==> src/rtl/tap_timer_pkg.sv <==
// Shared constants and the chain operating mode for the tap-select timer.
package tap_timer_pkg;
    localparam int SEC_W_DEF = 8;   // stages per section
    localparam int N_SEC_DEF = 3;   // sections in the chain
    localparam int PW_W_DEF  = 8;   // one-shot width field

    typedef enum logic [1:0] {
        MODE_FULL   = 2'd0,  // whole chain carries
        MODE_SKIP   = 2'd1,  // lowest section skipped
        MODE_SPLIT  = 2'd2   // sections count independently
    } chain_mode_e;
endpackage

==> src/rtl/tap_timer_section.sv <==
// One section of the binary chain.
// Assumes the loads are already prioritised by the caller; clear wins here too.
// The carry is combinational so that a whole chain settles in one clock.
module tap_timer_section #(
    parameter int W = 8
) (
    input  logic         clk,
    input  logic         rst_n,
    input  logic         ld_zero,
    input  logic         ld_ones,
    input  logic         inc,
    output logic [W-1:0] q,
    output logic         carry
);
    // State update: reset, loads, then increment.
    always_ff @(posedge clk) begin
        if (!rst_n)       q <= '0;
        else if (ld_zero) q <= '0;
        else if (ld_ones) q <= '1;
        else if (inc)     q <= q + 1'b1;
    end

    // Carry into the next section when this one wraps.
    always_comb carry = inc & (&q);
endmodule

==> src/rtl/tap_timer_oneshot.sv <==
// Digital one-shot: a rising edge on trig starts a pulse of `width` clocks
// (0 acts as 1) and a new edge reloads it. Assumes trig is a registered level.
module tap_timer_oneshot #(
    parameter int PW_W = 8
) (
    input  logic            clk,
    input  logic            rst_n,
    input  logic            enable,
    input  logic            trig,
    input  logic [PW_W-1:0] width,
    output logic            pulse
);
    logic            trig_d;
    logic [PW_W-1:0] remain;
    logic            rise;
    logic [PW_W-1:0] load_val;

    // Edge detect and reload value.
    always_comb begin
        rise     = trig & ~trig_d;
        load_val = (width == '0) ? PW_W'(1) : width;
    end

    // Previous trigger sample.
    always_ff @(posedge clk) begin
        if (!rst_n) trig_d <= 1'b0;
        else        trig_d <= trig;
    end

    // Pulse length counter.
    always_ff @(posedge clk) begin
        if (!rst_n)            remain <= '0;
        else if (!enable)      remain <= '0;
        else if (rise)         remain <= load_val;
        else if (remain != '0) remain <= remain - 1'b1;
    end

    // Output is high while time remains.
    always_comb pulse = (remain != '0);
endmodule

==> src/rtl/tap_timer.sv <==
// Tap-select binary timer: a chain of N_SEC sections of SEC_W stages, a tap
// picked from all stages above the lowest section, and an optional one-shot.
// Assumes cnt_en is a one-cycle pulse per input tick, synchronous to clk.
module tap_timer
    import tap_timer_pkg::*;
#(
    parameter int SEC_W = SEC_W_DEF,
    parameter int N_SEC = N_SEC_DEF,
    parameter int PW_W  = PW_W_DEF,
    localparam int CHAIN_W = SEC_W * N_SEC,
    localparam int TAP_N   = CHAIN_W - SEC_W,
    localparam int SEL_W   = $clog2(TAP_N)
) (
    input  logic               clk,
    input  logic               rst_n,
    input  logic               cnt_en,
    input  logic               hold,
    input  logic               preset,
    input  logic               clr,
    input  logic               bypass,
    input  logic [SEL_W-1:0]   sel,
    input  logic               os_en,
    input  logic [PW_W-1:0]    os_width,
    output logic               tap_out,
    output logic [CHAIN_W-1:0] stage_q
);
    chain_mode_e      mode;
    logic             step;
    logic             ld_zero;
    logic             ld_ones;
    logic [N_SEC-1:0] sec_inc;
    logic [N_SEC-1:0] sec_carry;
    logic [TAP_N-1:0] upper;
    logic             tap_bit;
    logic             os_pulse;

    // Mode decode and load priority.
    always_comb begin
        if (bypass & preset & clr) mode = MODE_SPLIT;
        else if (bypass)           mode = MODE_SKIP;
        else                       mode = MODE_FULL;
        step    = cnt_en & ~hold;
        ld_zero = clr & (mode != MODE_SPLIT);
        ld_ones = preset & ~clr;
    end

    // Per-section increment routing.
    generate
        for (genvar i = 0; i < N_SEC; i++) begin : g_sec
            if (i == 0) begin : g_low
                always_comb sec_inc[i] = step & (mode != MODE_SKIP);
            end else if (i == 1) begin : g_first_up
                always_comb sec_inc[i] = (mode == MODE_FULL) ? sec_carry[i-1] : step;
            end else begin : g_rest
                always_comb sec_inc[i] = (mode == MODE_SPLIT) ? step : sec_carry[i-1];
            end

            tap_timer_section #(.W(SEC_W)) u_sec (
                .clk     (clk),
                .rst_n   (rst_n),
                .ld_zero (ld_zero),
                .ld_ones (ld_ones),
                .inc     (sec_inc[i]),
                .q       (stage_q[i*SEC_W +: SEC_W]),
                .carry   (sec_carry[i])
            );
        end
    endgenerate

    // Tap select from the stages above the lowest section.
    always_comb begin
        upper   = stage_q[CHAIN_W-1:SEC_W];
        tap_bit = upper[sel];
    end

    tap_timer_oneshot #(.PW_W(PW_W)) u_os (
        .clk    (clk),
        .rst_n  (rst_n),
        .enable (os_en),
        .trig   (tap_bit),
        .width  (os_width),
        .pulse  (os_pulse)
    );

    // Output source: one-shot or direct tap.
    always_comb tap_out = os_en ? os_pulse : tap_bit;
endmodule

==> config.mk <==
export PLATFORM = sky130hd
export DESIGN_NAME = tap_timer
export DESIGN_NICKNAME = d
export VERILOG_FILES = /design/src/rtl/tap_timer_pkg.sv /design/src/rtl/tap_timer_section.sv /design/src/rtl/tap_timer_oneshot.sv /design/src/rtl/tap_timer.sv
export SDC_FILE = /design/constraint.sdc
export NUM_CORES = 1
export LEC_CHECK = 0
export ABC_AREA = 1
export CAP_MARGIN = 5
export CORE_MARGIN = 5
export CORE_UTILIZATION = 50
export DETAILED_ROUTE_END_ITERATION = 10
export PLACE_DENSITY = 0.78
export SLEW_MARGIN = 10
export SYNTH_ARGS = -nofsm -noshare
export SYNTH_HDL_FRONTEND = slang
export SYNTH_HIERARCHICAL = 1
export SYNTH_SLANG_ARGS = --single-unit
==> constraint.sdc <==
create_clock -name clk -period 5.1 [get_ports clk]
set_clock_uncertainty 0.1 [all_clocks]
set_input_delay 1.02 -clock clk [delete_from_list [all_inputs] [get_ports clk]]
set_output_delay 1.02 -clock clk [all_outputs]
set_load 0.02 [all_outputs]
==> out/metrics.csv, run 1 <==
stage,metric,value,unit
finish,"commonest cells after routing, fill and taps aside","nand2_1 (87), inv_1 (68), clkdlybuf4s50_1 (44)",
floorplan,Die ar.,0.00586,mm2
route,per-cell routed wire length,11.2,um
sta,Final Cycle Share,83.4,%
setup_path,Critical path origin,bypass,
setup_path,Worst Setup EP,g_sec[2].u_sec/q[5],
finish,"most common cell after layout, fill and taps aside",nand2_1,
setup_path,WP data required,5170,ps
cts,CTS tree,yes,
setup_path,"reg-to-reg slack, setup",2320,ps
grt,first-pass GRT wire length,8780,um
cts,"Clk Latency, worst-skew pair",280,ps
setup_path,FF-to-FF End,g_sec[2].u_sec/q[5],
logic_synthesis,Mapped Cells,349,
sta,Final Max Tran Viols,0,
grt,initial antenna violation count,0,
sta,Fmax achieved,235,MHz
pwr,PwrDens,259,mW/mm2
finish,Total Nets Final,424,
pwr,Peak VDD IR,112,uV
setup_path,Worst Path Max Fanout,7,
run_status,status,completed,
route,Detailed Route Iter0 Violations,90,
pwr,Flop pwr share,41.0,%
pwr,clock share of power,27.6,%
pwr,Comb pwr share,31.4,%
finish,share of cells above drive strength 1,11.5,%
route,Final ANT Viol Nets,0,
pwr,switch share,34.0,%
pwr,Leakage Power,1.28,nW
floorplan,# IOs,45,
cts,CTS clock-pin slew for the worst setup and hold paths,70,ps
setup_path,critical path type,primary input to register,
sta,final setup fails,0,
setup_path,Worst Path Arrival,4330,ps
finish,Layout area overhead,26.2,%
sta,"Hold Violations, Final",0,
grt,GRT overflow,0,
grt,vias in the first global route,2078,
floorplan,Core Area,0.00432,mm2
sta,Worst Tran Pin Value,892,ps
cts,Root Buffer,clkbuf_8,
cts,Clock Tree Buf Depth,2,
logic_synthesis,syn nets,374,
setup_path,CP Capture Type,register,
pwr,Internal Pwr Total,0.478,mW
placed_design,I/O Buffers,44,
sta,relative slew slack,40.3,%
floorplan,Die W,76.6,um
job,Max-cap violations,0,
cts,post-CTS sizing,0,
route,vias per cell,4.90,
sta,RSZ-0062 raised after global routing,no,
logic_synthesis,"Cell Area, Synth",0.00221,mm2
route,final WL,5050,um
logic_synthesis,YS warnings,6,
setup_path,crit path launch type,primary input,
setup_path,reg2reg start,g_sec[0].u_sec/q[1],
floorplan,die height,76.6,um
floorplan,Initial Utilization,51.2,%
route,via count,2212,
logic_synthesis,"Avg Cell Area, Syn",6.35,um2
finish,n_diodes,0,
min_path,cell depth of the worst hold path,2,
grt,largest net degree at the start of global routing,13,
floorplan,Placement Rows,24,
cts,Num CTS Buffers,5,
route,Residual DRC,0,
sta,Hold WS,401,ps
cts,H-tree levels,2,
pwr,NetSw,0.246,mW
finish,Filler Cell Count,416,
setup_path,depth of the most critical reg-to-reg path,16,
cts,post-CTS setup buffers,0,
placed_design,Final HPWL DP,3930,um
sta,minimum clock period,4250,ps
grt,GR Util All Layers,17.5,%
route,TritonRoute pass-1 iters,4,
min_path,HP Class,register to register,
placed_design,RD Place Congestion,0.858,
cts,Sink Count,33,
cts,hold_buf cts,0,
sta,setup_tns,0,ps
-- through the flow --
step / instances / total power [mW] / worst slack (ps) / cell area (um2) / utilization [%]
2_1_floorplan: 349 / 0.461 / 1500 / 2210 / -
3_3_place_gp: 444 / 0.523 / 739 / 2710 / 62.6
3_5_place_dp: 444 / 0.529 / 616 / 2710 / 62.6
4_1_cts: 451 / 0.732 / 897 / 2800 / 64.6
5_1_grt: 451 / 0.771 / 407 / 2800 / 64.6
6_report: 451 / 0.723 / 848 / 2800 / 64.6
-- registers in the layout, summed over array words and instances (netlist names) --
signal,count
u_os/trig_d,1
g_sec.u_sec/q,24
u_os/remain,8
-- per-layer routing --
metal	track usage, %	wire, um	part of all wire (%)
met2	29.9	2470	49
met4	5.94	39	0.77
met1	21.8	2340	46
met3	3.43	212	4.2
met5	0	0	0
-- final cells by class --
class                   count  area (um2)  area share [%]
flip-flops and latches     33         661            23.6
inverters                  77         298            10.7
well taps                  52        65.1            2.33
clock buffers               7        86.3            3.09
repair buffers             44         440            15.8
multi-input cells         238        1240            44.5
-- critical path: stages --
cell	delay, ps
clkdlybuf4s50_1	490
inv_2	50
nor3_1	280
inv_2	80
a21oi_1	430
nand3_1	130
nor4_1	190
nand2_1	90
o21ai_1	290
nand3_1	130
nor4_1	180
nand2_1	80
o21ai_1	250
nor2_2	130
nor2_4	180
nand2_2	70
nand2_1	60
nand2_1	40
o21ai_1	110
inv_1	40
-- worst min path at each step --
stage / startpoint / endpoint / slack, ps
2_1_floorplan: u_os/remain[1] / u_os/remain[1] / 370
3_3_place_gp: u_os/remain[1] / u_os/remain[1] / 390
3_5_place_dp: u_os/remain[1] / u_os/remain[1] / 390
4_1_cts: u_os/remain[1] / u_os/remain[1] / 400
5_1_grt: u_os/remain[1] / u_os/remain[1] / 440
6_report: u_os/remain[1] / u_os/remain[1] / 400
-- power by group through the flow --
stage	combinational (mW)	sequential (mW)	clock (mW)
global placement	0.222	0.302	0
global route	0.254	0.300	0.218
detailed placement	0.227	0.302	0
CTS	0.229	0.296	0.207
floorplan	0.153	0.308	0
finish	0.227	0.297	0.200
Power figures use the tool's default switching activity.
==> run 2, diff against run 1 <==
clock period = 4.35 ns   (was 5.1 ns; I/O delays follow)
==> run 2 against run 1 <==
Against the previous run:
- non-clock buffer count up 2
- hold slack worse by 1.9 ps
- highest routed layer unchanged
- combinational power up 16%
- sequential power up 17%
- largest cell class unchanged
==> out/metrics.csv, run 2 (synthesis results as in run 1) <==
stage,metric,value,unit,change
run_status,status,completed,,
grt,largest net degree at the start of global routing,13,,unchanged
pwr,switch share,34.8,%,+0.83 points
route,Final ANT Viol Nets,0,,unchanged
sta,relative slew slack,39.7,%,-0.67 points
pwr,Comb pwr share,31.8,%,+0.4 points
floorplan,Initial Utilization,51.2,%,unchanged
cts,Clock Tree Buf Depth,2,,unchanged
floorplan,Core Area,0.00432,mm2,unchanged
setup_path,Worst Path Max Fanout,9,,+2
cts,Root Buffer,clkbuf_8,,
setup_path,crit path launch type,primary input,,
route,TritonRoute pass-1 iters,5,,+1
cts,Sink Count,33,,unchanged
route,Detailed Route Iter0 Violations,131,,+46%
cts,"Clk Latency, worst-skew pair",290,ps,about the same
setup_path,Critical path origin,sel[0],,
route,Residual DRC,0,,unchanged
setup_path,Worst Path Arrival,2800,ps,-1530 ps
sta,Final Cycle Share,86.7,%,
cts,CTS clock-pin slew for the worst setup and hold paths,70,ps,about the same
grt,GRT overflow,0,,unchanged
cts,Num CTS Buffers,5,,unchanged
floorplan,Die W,76.6,um,unchanged
placed_design,RD Place Congestion,0.841,,-2.0%
placed_design,"Cell Area, Placed",0.00272,mm2,+0.55%
floorplan,Die ar.,0.00586,mm2,unchanged
cts,hold_buf cts,0,,unchanged
placed_design,I/O Buffers,44,,unchanged
grt,GR Util All Layers,18.1,%,+0.62 points
finish,n_diodes,0,,unchanged
sta,Hold WS,399,ps,-1.87 ps
route,vias per cell,4.99,,+1.7%
pwr,Flop pwr share,41.9,%,+0.9 points
finish,Total Nets Final,426,,+0.47%
sta,Worst Tran Pin Value,902,ps,+10.1 ps
pwr,Leakage Power,1.29,nW,+0.48%
sta,"Hold Violations, Final",0,,unchanged
sta,minimum clock period,3770,ps,
grt,vias in the first global route,2080,,+0.096%
min_path,HP Class,register to register,,
setup_path,CP Capture Type,output port,,
cts,CTS tree,yes,,
cts,post-CTS sizing,0,,unchanged
sta,setup_tns,0,ps,unchanged
finish,"commonest cells after routing, fill and taps aside","nand2_1 (87), inv_1 (68), clkdlybuf4s50_1 (44)",,
finish,largest registers,"g_sec.u_sec/q (24), u_os/remain (8), u_os/trig_d (1)",,
finish,design area,0.00280,mm2,about the same
floorplan,# IOs,45,,unchanged
pwr,NetSw,0.289,mW,+17%
pwr,clock share of power,26.2,%,-1.4 points
finish,Layout area overhead,26.3,%,about the same
pwr,Internal Pwr Total,0.541,mW,+13%
placed_design,Final HPWL DP,3900,um,-0.60%
floorplan,die height,76.6,um,unchanged
floorplan,Placement Rows,24,,unchanged
pwr,PwrDens,296,mW/mm2,+15%
sta,Final Max Tran Viols,0,,unchanged
pwr,Peak VDD IR,174,uV,+55%
finish,max FFs per register,24,,unchanged
grt,initial antenna violation count,0,,unchanged
sta,Fmax achieved,265,MHz,
setup_path,critical path type,primary input to output port,,
route,via count,2254,,+1.9%
sta,RSZ-0062 raised after global routing,no,,
grt,first-pass GRT wire length,9050,um,+3.1%
finish,share of cells above drive strength 1,12.0,%,+0.47 points
route,final WL,5040,um,-0.26%
finish,final core utilization,64.7,%,about the same
cts,post-CTS setup buffers,0,,unchanged
sta,final setup fails,0,,unchanged
min_path,HP Start,u_os/remain[1],,
job,Max-cap violations,0,,unchanged
setup_path,reg2reg start,g_sec[0].u_sec/q[0],,
cts,H-tree levels,2,,unchanged
finish,largest register by flop count,g_sec.u_sec/q,,
finish,"most common cell after layout, fill and taps aside",nand2_1,,
route,per-cell routed wire length,11.2,um,-0.48%
setup_path,WP data required,3380,ps,-1790 ps
run 2: worst paths after layout:
check / endpoint / slack [ps] / depth (start not counted)
worst min register to register: u_os/remain[1] / 400 / 2
worst max-delay path: tap_out / 580 / 10
worst min-delay path: u_os/remain[1] / 400 / 2
worst max register to register: g_sec[2].u_sec/q[5] / 1730 / 16
run 2: through the flow:
| step | worst slack, ps | std cells | total power [mW] |
|---|---|---|---|
| 2_1_floorplan | 896 | 349 | 0.541 |
| 3_3_place_gp | 582 | 446 | 0.615 |
| 3_5_place_dp | 481 | 446 | 0.619 |
| 4_1_cts | 549 | 452 | 0.838 |
| 5_1_grt | 440 | 452 | 0.886 |
| 6_report | 581 | 452 | 0.829 |
run 2: power by group through the flow:
stage          registers [mW]  logic, mW  clock network [mW]
2_1_floorplan           0.361      0.179                   0
3_3_place_gp            0.354      0.261                   0
3_5_place_dp            0.354      0.265                   0
4_1_cts                 0.347      0.266               0.225
5_1_grt                 0.351      0.299               0.236
6_report                0.348      0.264               0.217
run 2: cell type report:
| class | instances | area (um2) |
|---|---|---|
| Fill cell | 423 | 1530 |
| Sequential cell | 33 | 661 |
| Clock inverter | 1 | 5.00 |
| Timing Repair Buffer | 46 | 455 |
| Clock buffer | 5 | 68.8 |
| Tap cell | 52 | 65.1 |
| Inverter | 77 | 298 |
| Multi-Input combinational cell | 238 | 1240 |
run 2: worst max-delay path, stage by stage:
cell,delay (ps)
clkdlybuf4s50_1,750
inv_8,80
nand2_1,70
nand3_1,60
nand3_1,100
nand3_2,70
nand2_2,90
nand2_1,60
nand2_1,60
clkdlybuf4s50_1,600
run 2: routing by layer:
layer	vias to the layer above	track usage (%)	routed length, um
met2	54	29.7	2380
li1	1190	-	-
met3	7	4.61	275
met4	0	5.77	70
met5	-	0	0
met1	1003	23.1	2320
==> run 3, diff against run 2 <==
SKIP_LAST_GASP = 1   (was not set)
==> results of run 3 <==
Final layout, timing and power as in run 2 (identical DEF).
